===== src/rtl/cbo_pkg.sv =====
package cbo_pkg;
  typedef enum logic [1:0] {
    OP_ZERO  = 2'd0,
    OP_CLEAN = 2'd1,
    OP_FLUSH = 2'd2,
    OP_INVAL = 2'd3
  } cbo_op_e;

  localparam logic [1:0] PRIV_U = 2'd0;
  localparam logic [1:0] PRIV_S = 2'd1;
  localparam logic [1:0] PRIV_M = 2'd3;

  localparam int unsigned CODE_W = 5;
  localparam logic [CODE_W-1:0] EXC_ILLEGAL = 5'd2;
  localparam logic [CODE_W-1:0] EXC_STORE   = 5'd7;
  localparam logic [CODE_W-1:0] EXC_VIRT    = 5'd22;

  localparam int unsigned NUM_CLS = 3;

  function automatic logic [1:0] op_class(input logic [1:0] op);
    case (op)
      2'd0:    op_class = 2'd0;
      2'd3:    op_class = 2'd2;
      default: op_class = 2'd1;
    endcase
  endfunction
endpackage


===== src/rtl/cbo_rst_sync.sv =====
module cbo_rst_sync (
  input  logic clk,
  input  logic rst_n,
  output logic rst_n_sync
);
  logic [1:0] stage_q;

  always_ff @(posedge clk or negedge rst_n) begin
    if (!rst_n) stage_q <= 2'b00;
    else        stage_q <= {stage_q[0], 1'b1};
  end

  assign rst_n_sync = stage_q[1];
endmodule


===== src/rtl/cbo_perm_eval.sv =====
module cbo_perm_eval
  import cbo_pkg::*;
(
  input  logic [1:0]         op,
  input  logic [1:0]         priv,
  input  logic               virt,
  input  logic [NUM_CLS-1:0] en_m,
  input  logic [NUM_CLS-1:0] en_h,
  input  logic [NUM_CLS-1:0] en_s,
  input  logic               rd_ok,
  input  logic               wr_ok,
  output logic               fault,
  output logic [CODE_W-1:0]  code
);
  logic [1:0] cls;
  logic       m_on, h_on, s_on;
  logic       below_m, at_or_below_s, is_user;
  logic       f_mach, f_virt, f_sup, acc_ok;

  always_comb begin
    cls           = op_class(op);
    m_on          = en_m[cls];
    h_on          = en_h[cls];
    s_on          = en_s[cls];
    below_m       = (priv != PRIV_M);
    at_or_below_s = (priv == PRIV_U) || (priv == PRIV_S);
    is_user       = (priv == PRIV_U);

    f_mach = below_m & ~m_on;
    f_virt = virt & ((at_or_below_s & ~h_on) | (is_user & ~s_on));
    f_sup  = is_user & ~s_on;
    acc_ok = (op == OP_ZERO) ? wr_ok : (rd_ok | wr_ok);

    fault = 1'b1;
    code  = '0;
    if (f_mach)       code = EXC_ILLEGAL;
    else if (f_virt)  code = EXC_VIRT;
    else if (f_sup)   code = EXC_ILLEGAL;
    else if (!acc_ok) code = EXC_STORE;
    else              fault = 1'b0;
  end
endmodule


===== src/rtl/cbo_zero_seq.sv =====
module cbo_zero_seq #(
  parameter int unsigned ADDR_W    = 32,
  parameter int unsigned BLK_BYTES = 16
) (
  input  logic              clk,
  input  logic              rst_n,
  input  logic              start,
  input  logic [ADDR_W-1:0] base,
  output logic              wr_en,
  output logic [ADDR_W-1:0] wr_addr,
  output logic              busy,
  output logic              done
);
  localparam int unsigned OFF_W = $clog2(BLK_BYTES);
  localparam logic [OFF_W-1:0] LAST = OFF_W'(BLK_BYTES - 1);

  logic              busy_q, busy_d;
  logic              done_q, done_d;
  logic [OFF_W-1:0]  cnt_q, cnt_d;
  logic [ADDR_W-1:0] base_q, base_d;

  always_comb begin
    busy_d = busy_q;
    done_d = 1'b0;
    cnt_d  = cnt_q;
    base_d = base_q;
    if (start) begin
      busy_d = 1'b1;
      cnt_d  = '0;
      base_d = base;
    end else if (busy_q) begin
      if (cnt_q == LAST) begin
        busy_d = 1'b0;
        done_d = 1'b1;
      end else begin
        cnt_d = cnt_q + 1'b1;
      end
    end
  end

  always_ff @(posedge clk or negedge rst_n) begin
    if (!rst_n) begin
      busy_q <= 1'b0;
      done_q <= 1'b0;
      cnt_q  <= '0;
      base_q <= '0;
    end else begin
      busy_q <= busy_d;
      done_q <= done_d;
      cnt_q  <= cnt_d;
      if (start) base_q <= base_d;
    end
  end

  assign wr_en   = busy_q;
  assign wr_addr = base_q + ADDR_W'(cnt_q);
  assign busy    = busy_q;
  assign done    = done_q;
endmodule


===== src/rtl/cbo_perm_unit.sv =====
module cbo_perm_unit
  import cbo_pkg::*;
#(
  parameter int unsigned ADDR_W    = 32,
  parameter int unsigned BLK_BYTES = 16
) (
  input  logic              clk,
  input  logic              rst_n,
  input  logic              req_valid,
  input  logic [1:0]        req_op,
  input  logic [ADDR_W-1:0] req_addr,
  input  logic [1:0]        req_priv,
  input  logic              req_virt,
  input  logic [2:0]        en_mach,
  input  logic [2:0]        en_hyp,
  input  logic [2:0]        en_sup,
  input  logic              probe_rd_ok,
  input  logic              probe_wr_ok,
  output logic              res_valid,
  output logic              exc_valid,
  output logic [4:0]        exc_code,
  output logic [ADDR_W-1:0] blk_addr,
  output logic              wr_en,
  output logic [ADDR_W-1:0] wr_addr,
  output logic [7:0]        wr_data,
  output logic              busy,
  output logic              done
);
  localparam logic [ADDR_W-1:0] OFF_MASK = ADDR_W'(BLK_BYTES - 1);

  logic              rst_n_s;
  logic              accept;
  logic              fault;
  logic [CODE_W-1:0] code;
  logic [ADDR_W-1:0] aligned;
  logic              seq_start;

  logic              res_q, res_d;
  logic              exc_q, exc_d;
  logic [CODE_W-1:0] code_q, code_d;
  logic [ADDR_W-1:0] addr_q;

  cbo_rst_sync u_rst (
    .clk        (clk),
    .rst_n      (rst_n),
    .rst_n_sync (rst_n_s)
  );

  cbo_perm_eval u_eval (
    .op    (req_op),
    .priv  (req_priv),
    .virt  (req_virt),
    .en_m  (en_mach),
    .en_h  (en_hyp),
    .en_s  (en_sup),
    .rd_ok (probe_rd_ok),
    .wr_ok (probe_wr_ok),
    .fault (fault),
    .code  (code)
  );

  assign accept    = req_valid & ~busy;
  assign aligned   = req_addr & ~OFF_MASK;
  assign seq_start = accept & ~fault & (req_op == OP_ZERO);

  cbo_zero_seq #(
    .ADDR_W    (ADDR_W),
    .BLK_BYTES (BLK_BYTES)
  ) u_seq (
    .clk     (clk),
    .rst_n   (rst_n_s),
    .start   (seq_start),
    .base    (aligned),
    .wr_en   (wr_en),
    .wr_addr (wr_addr),
    .busy    (busy),
    .done    (done)
  );

  always_comb begin
    res_d  = accept;
    exc_d  = accept & fault;
    code_d = (accept & fault) ? code : '0;
  end

  always_ff @(posedge clk or negedge rst_n_s) begin
    if (!rst_n_s) begin
      res_q  <= 1'b0;
      exc_q  <= 1'b0;
      code_q <= '0;
      addr_q <= '0;
    end else begin
      res_q  <= res_d;
      exc_q  <= exc_d;
      code_q <= code_d;
      if (accept) addr_q <= aligned;
    end
  end

  assign res_valid = res_q;
  assign exc_valid = exc_q;
  assign exc_code  = code_q;
  assign blk_addr  = addr_q;
  assign wr_data   = 8'h00;
endmodule


===== config.mk =====
export PLATFORM = sky130hd
export DESIGN_NAME = cbo_perm_unit
export DESIGN_NICKNAME = d
export VERILOG_FILES = /design/src/rtl/cbo_pkg.sv /design/src/rtl/cbo_rst_sync.sv /design/src/rtl/cbo_perm_eval.sv /design/src/rtl/cbo_zero_seq.sv /design/src/rtl/cbo_perm_unit.sv
export SDC_FILE = /design/constraint.sdc
export NUM_CORES = 1
export LEC_CHECK = 0
export ABC_AREA = 0
export BUFFER_PORTS_ARGS = -buffer_cell sky130_fd_sc_hd__buf_4
export CORE_AREA = 2 2 90 92
export CTS_CLUSTER_DIAMETER = 80
export DETAILED_ROUTE_END_ITERATION = 10
export DIE_AREA = 0 0 92 94
export PLACE_DENSITY = 0.68
export SLEW_MARGIN = 30
export SYNTH_ARGS = -nofsm -noshare
export SYNTH_HDL_FRONTEND = slang
export SYNTH_SLANG_ARGS = --single-unit

===== constraint.sdc =====
create_clock -name clk -period 2.8 [get_ports clk]
set_clock_uncertainty 0.1 [all_clocks]
set_input_delay 0.14 -clock clk [delete_from_list [all_inputs] [get_ports clk]]
set_output_delay 0.14 -clock clk [all_outputs]
set_load 0.1 [all_outputs]

# Word-level counts from Yosys, hierarchy flattened
# Index checks and enable logic that the tools add are counted.
# word_totals
regBits,71
input_bits,51
# classes
eq_ne,5
reduce_logical,5
addsub,2
mux,26
order_cmp,1
bitwise,15
# ops
cell,n
$add 32x4->32,1
$mux 5,4
$mux 1,14
$mux 4,3
$and 1x1->1,8
$bmux 1 s2,3
$not 1->1,5
$add 4x1->4 const B,1
$eq 4x4->1 const B,1
$logic_not 2->1,2
$ne 2x2->1 const B,2
$pmux 2 s2,1
$lt 2x3->1 const B,1
$mux 3,1
$eq 2x1->1 const B,1
$eq 2x2->1 const B,1
$or 1x1->1,2
$reduce_and 2->1,1
$reduce_bool 2->1,1
$logic_or 1x1->1,1

# Depth between registers and ports, before layout
# logic_depth
depth_word,15
ltp_mapped,8
ltp_nobuf,7

# By module
# From an unflattened synthesis, not the netlist that was laid out.
# hier_totals
hier_cells,310
area_unflattened_um2,3901.2
# modules_own_cells
mod,cells_each,n_inst,area_each_um2
cbo_zero_seq,189,1,2147.1
cbo_perm_unit,88,1,1485.2
cbo_perm_eval,30,1,215.2
cbo_rst_sync,3,1,53.8

# Least setup slack after synthesis
# Ideal clock, no wire load.
# synth_timing
kind,flip-flop to flip-flop
from,"reg u_seq.busy_q, in the netlist u_seq.busy"
to,reg u_seq.base_q[10]
setup_time_ps,126
arrival_ps,2067
t_required_ps,2574
path_buffers,1
setup_slack_ps,507
path_stages_with_launch,8
period_less_slack_ps,2293
path_cell_list,dfrtp_1 > inv_1 > nand2_1 > inv_1 > nand2_1 > nor4_4 > buf_6 > mux2_4
# synth_between
elab_chain_cells,4
# synth_rtl
element,line_no,source
"start, declared",cbo_zero_seq.sv:17,"logic busy_q, busy_d;"
"start signal, assigned",cbo_zero_seq.sv:48,busy_q <= busy_d;
$not 1->1,cbo_perm_unit.sv:62,assign accept = req_valid & ~busy;
$and 1x1->1,cbo_perm_unit.sv:62,
$and 1x1->1 (2 in a row),cbo_perm_unit.sv:64,assign seq_start = accept & ~fault & (req_op == OP_ZERO);
"end signal, assigned",cbo_zero_seq.sv:51,if (start) base_q <= base_d;
"end, declared",cbo_zero_seq.sv:20,"logic [ADDR_W-1:0] base_q, base_d;"
# No other way between the ends.
# A chain may end at the register's enable or synchronous reset.

# Worst setup path after layout
# layout_timing
from,in req_op[0]
to,reg u_seq.base_q[4]
# layout_between
elab_chain_cells,13
# layout_rtl
element,line_no,source
"start, declared",cbo_perm_unit.sv:10,"input logic [1:0] req_op,"
$eq 2x2->1 or $logic_not 2->1 (tied branches),"cbo_pkg.sv:21, cbo_perm_eval.sv:32, cbo_perm_unit.sv:64",
$pmux 2 s2,cbo_pkg.sv:21,case (op)
$bmux 1 s2 (on tied branches),"cbo_perm_eval.sv:23, cbo_perm_eval.sv:24",
$mux 1 (on tied branches),"cbo_perm_eval.sv:23, cbo_perm_eval.sv:24",
$not 1->1 (on tied branches),"cbo_perm_eval.sv:30, cbo_perm_eval.sv:31",
$and 1x1->1 (on tied branches),"cbo_perm_eval.sv:30, cbo_perm_eval.sv:31",
$or 1x1->1,cbo_perm_eval.sv:30,f_virt = virt & ((at_or_below_s & ~h_on) | (is_user & ~s_on));
$and 1x1->1,cbo_perm_eval.sv:30,
$mux 1,cbo_perm_eval.sv:37,else if (f_virt) code = EXC_VIRT;
$mux 1,cbo_perm_eval.sv:36,if (f_mach) code = EXC_ILLEGAL;
$not 1->1,cbo_perm_unit.sv:64,
$and 1x1->1,cbo_perm_unit.sv:64,
$and 1x1->1 *,cbo_perm_unit.sv:64,
# Mark *: on every way between the ends. The rest lies on a longest branch, timed or not. The select of a mux whose other input is x is not followed.

==> metrics.txt <==
final WL 6.96 mm; Post-DRT Antenna Nets 0; Max Cap Violations 0; Total GRT Usage 16.4%; DP Wirelength 4.65 mm; cts bufs inserted 9; met1 usage 20.4%; CP Max Fanout 15; Netlist cell types 29; Synth Instances between 200 and 300; clk slew on worst S/H paths 70 ps; I/O Pins between 100 and 150; CTS tree built; Slowest cell on crit path mux2_2; top_reg_cell synth dfrtp_1; Async S/R FF share, synth 100%; share of cells above drive strength 1 38.9%; Fin. Hold Viols 0; unrepaired setup endpoints after global routing no; clk_lat worst skew 340 ps; WL/cell 13.4 um; gr ovfl total 0; CTS sink cnt 70; via count 2303; final net count 468; Die W 92 um; # diodes 0; first drt pass iteration count 3; Period Utilization, post-route 70.7%; final-layout fill cell count between 600 and 700; top-area cell type share of the netlist area about three fifths; YS warnings 0; storage element area 1750 um2; max frequency 0.505 GHz; Setup Crit Path Kind input port to register; met3 usage about 5.5%; Max H-tree Level 3; worst-margin pin slew 780 ps; Mean Syn Cell Area 11.4 um2; Die H about 94 um; crit path DAT 2100 ps; CP Data Required Time around 3000 ps; die area 8650 um2; DRC viols 0; Post-synth EDFFs 0; Slew Viols, Final 0; Hold Path Depth 4; synth cell count leaders 92 x nand2_1, 70 x dfrtp_1, 20 x mux2_4, 14 x buf_4, 10 x nor2_1; area delta synth->final 47.5%; Final TNS setup 0 ps; area leader, netlist dfrtp_1; root buffer cell clkbuf_8; top cells by area, synth dfrtp_1 59%, nand2_1 12%, mux2_4 10%; number of global-route vias before repair 2275; starting density of the core 39.1%; met2 usage 27.2%; CP Capture Type register; drt initial violations 63; Rel. slew slack 48.0%; Final min period 1980 ps; Row Count 32; multi-input logic area about 1100 um2; crit path launch type input port; crit-path most repeated cell buf_4; first-pass GRT wire length 10.9 mm; FF-to-FF path depth 7; antenna violations before repair 0; pin count of the biggest net entering global routing 36; Post-Syn Area about 3000 um2; status finished clean; Via density between 4 and 5; Seq/Total Area, Yosys 58.9%; count leader, synth nand2_1; most used routing layer met2; core area about 7600 um2; CP max stage delay 370 ps; Seq cells post-synth 70; critical-path cell list buf_4 > inv_1 > ha_1 > nand3b_1 > nand3_1 > o211ai_2 > nor4_4 > buf_4 > mux2_2; Port Buffers 115; placed insts 473; gpl congestion 0.784; Finished Layout Cells 521; final setup fails 0; worst min path class input port to register; Clock Path Buffers 2
stage by stage:
stage	hold slack (ps)	worst slack, ps	area, um2	util [%]
final	42.4	820	4390	57.7
after global routing	97.1	721	4390	57.7
after CTS	29.3	812	4390	57.7
after detailed placement	-176	453	3900	51.3
after global placement	-178	480	3900	51.3
after floorplan	-256	507	3020	-
layer usage:
layer / vias to the layer above / share of wire (%) / wire [um]
li1: 1118 / - / -
met1: 1094 / 43 / 3010
met2: 81 / 49 / 3400
met3: 10 / 6.5 / 455
met4: 0 / 1.2 / 85
met5: - / 0 / 0
cells in the final DEF, fill, tap and decap left out, types with 2 or more instances in the layout:
cell	Yosys	final
nor3_1	2	2
buf_4	14	119
o21ai_0	2	2
nand2_1	92	92
a21oi_1	2	2
xor2_1	2	2
ha_1	3	3
dlygate4sd3_1	0	32
nand3_1	6	6
mux2_4	20	20
nand3b_1	3	3
clkinvlp_4	0	4
clkinv_2	0	2
mux2i_1	3	3
clkbuf_8	0	9
mux2_2	3	3
nor2_1	10	10
dfrtp_1	70	69
mux2_1	5	5
inv_1	4	4
conb_1	2	14
critical path: cells and delay by family:
| kind | cells | cell delay, ps |
|---|---|---|
| adder cells (fa/ha/maj) | 1 | 360 |
| multiplexers | 1 | 370 |
| AO/OA/AOI/OAI | 1 | 110 |
| AND/OR/NAND/NOR | 3 | 650 |
| buffers and inverters | 3 | 450 |
path summary, 6_finish.rpt:
| check | to | from | slack [ps] |
|---|---|---|---|
| worst max-delay path | u_seq.base_q[4] | req_op[0] | 820 |
| worst min-delay path | exc_code[4] | req_priv[1] | 40 |
| worst max register to register | u_seq.base_q[4] | u_seq.busy | 880 |
| worst min register to register | u_seq.base_q[26] | u_rst.stage_q[1] | 260 |
| max in group asynchronous | u_seq.base_q[8] | u_rst.stage_q[1] | 1690 |
| min in group asynchronous | u_seq.base_q[26] | u_rst.stage_q[1] | 260 |
cells by family (layout without fill, tap and decap cells):
logic type,count (synthesis),after routing,share of synthesized area (%)
buffers and inverters,27,172,5.93
muxes,31,31,14.1
xor gates and xnor gates,3,3,0.884
AOI/OAI and AO/OA,9,9,2.02
adders and majority gates,3,3,1.26
DFF,70,70,58.9
other,2,14,0.253
and+or+nand+nor,117,117,16.6
flip-flops by register name, indices dropped and copies added, names as in the netlist:
register and flops:
u_seq.cnt_q 4, u_seq.base_q 28, u_seq.done 1, res_valid 1
exc_code 4, u_rst.stage_q 2, exc_valid 1, blk_addr 28
u_seq.busy 1
area by class of cell:
| class | instances | area share (%) |
|---|---|---|
| Sequential cell | 70 | 39.9 |
| Timing Repair Buffer | 152 | 28.1 |
| Multi-Input combinational cell | 177 | 24.9 |
| Clock buffer | 10 | 2.91 |
| Tap cell | 102 | 2.91 |
| Clock inverter | 6 | 0.912 |
| Inverter | 4 | 0.342 |
timing repair:
| action | CTS | global route |
|---|---|---|
| endpoints found under the setup margin | 0 | 0 |
| hold buffers | 32 | 0 |
| gates resized for setup | 0 | 0 |
| setup buffers | 0 | 0 |
| hold endpoints to repair | 61 | 0 |
Power is not shown: default switching activity piles up to over one toggle a cycle in this logic, so the estimate is an artifact.
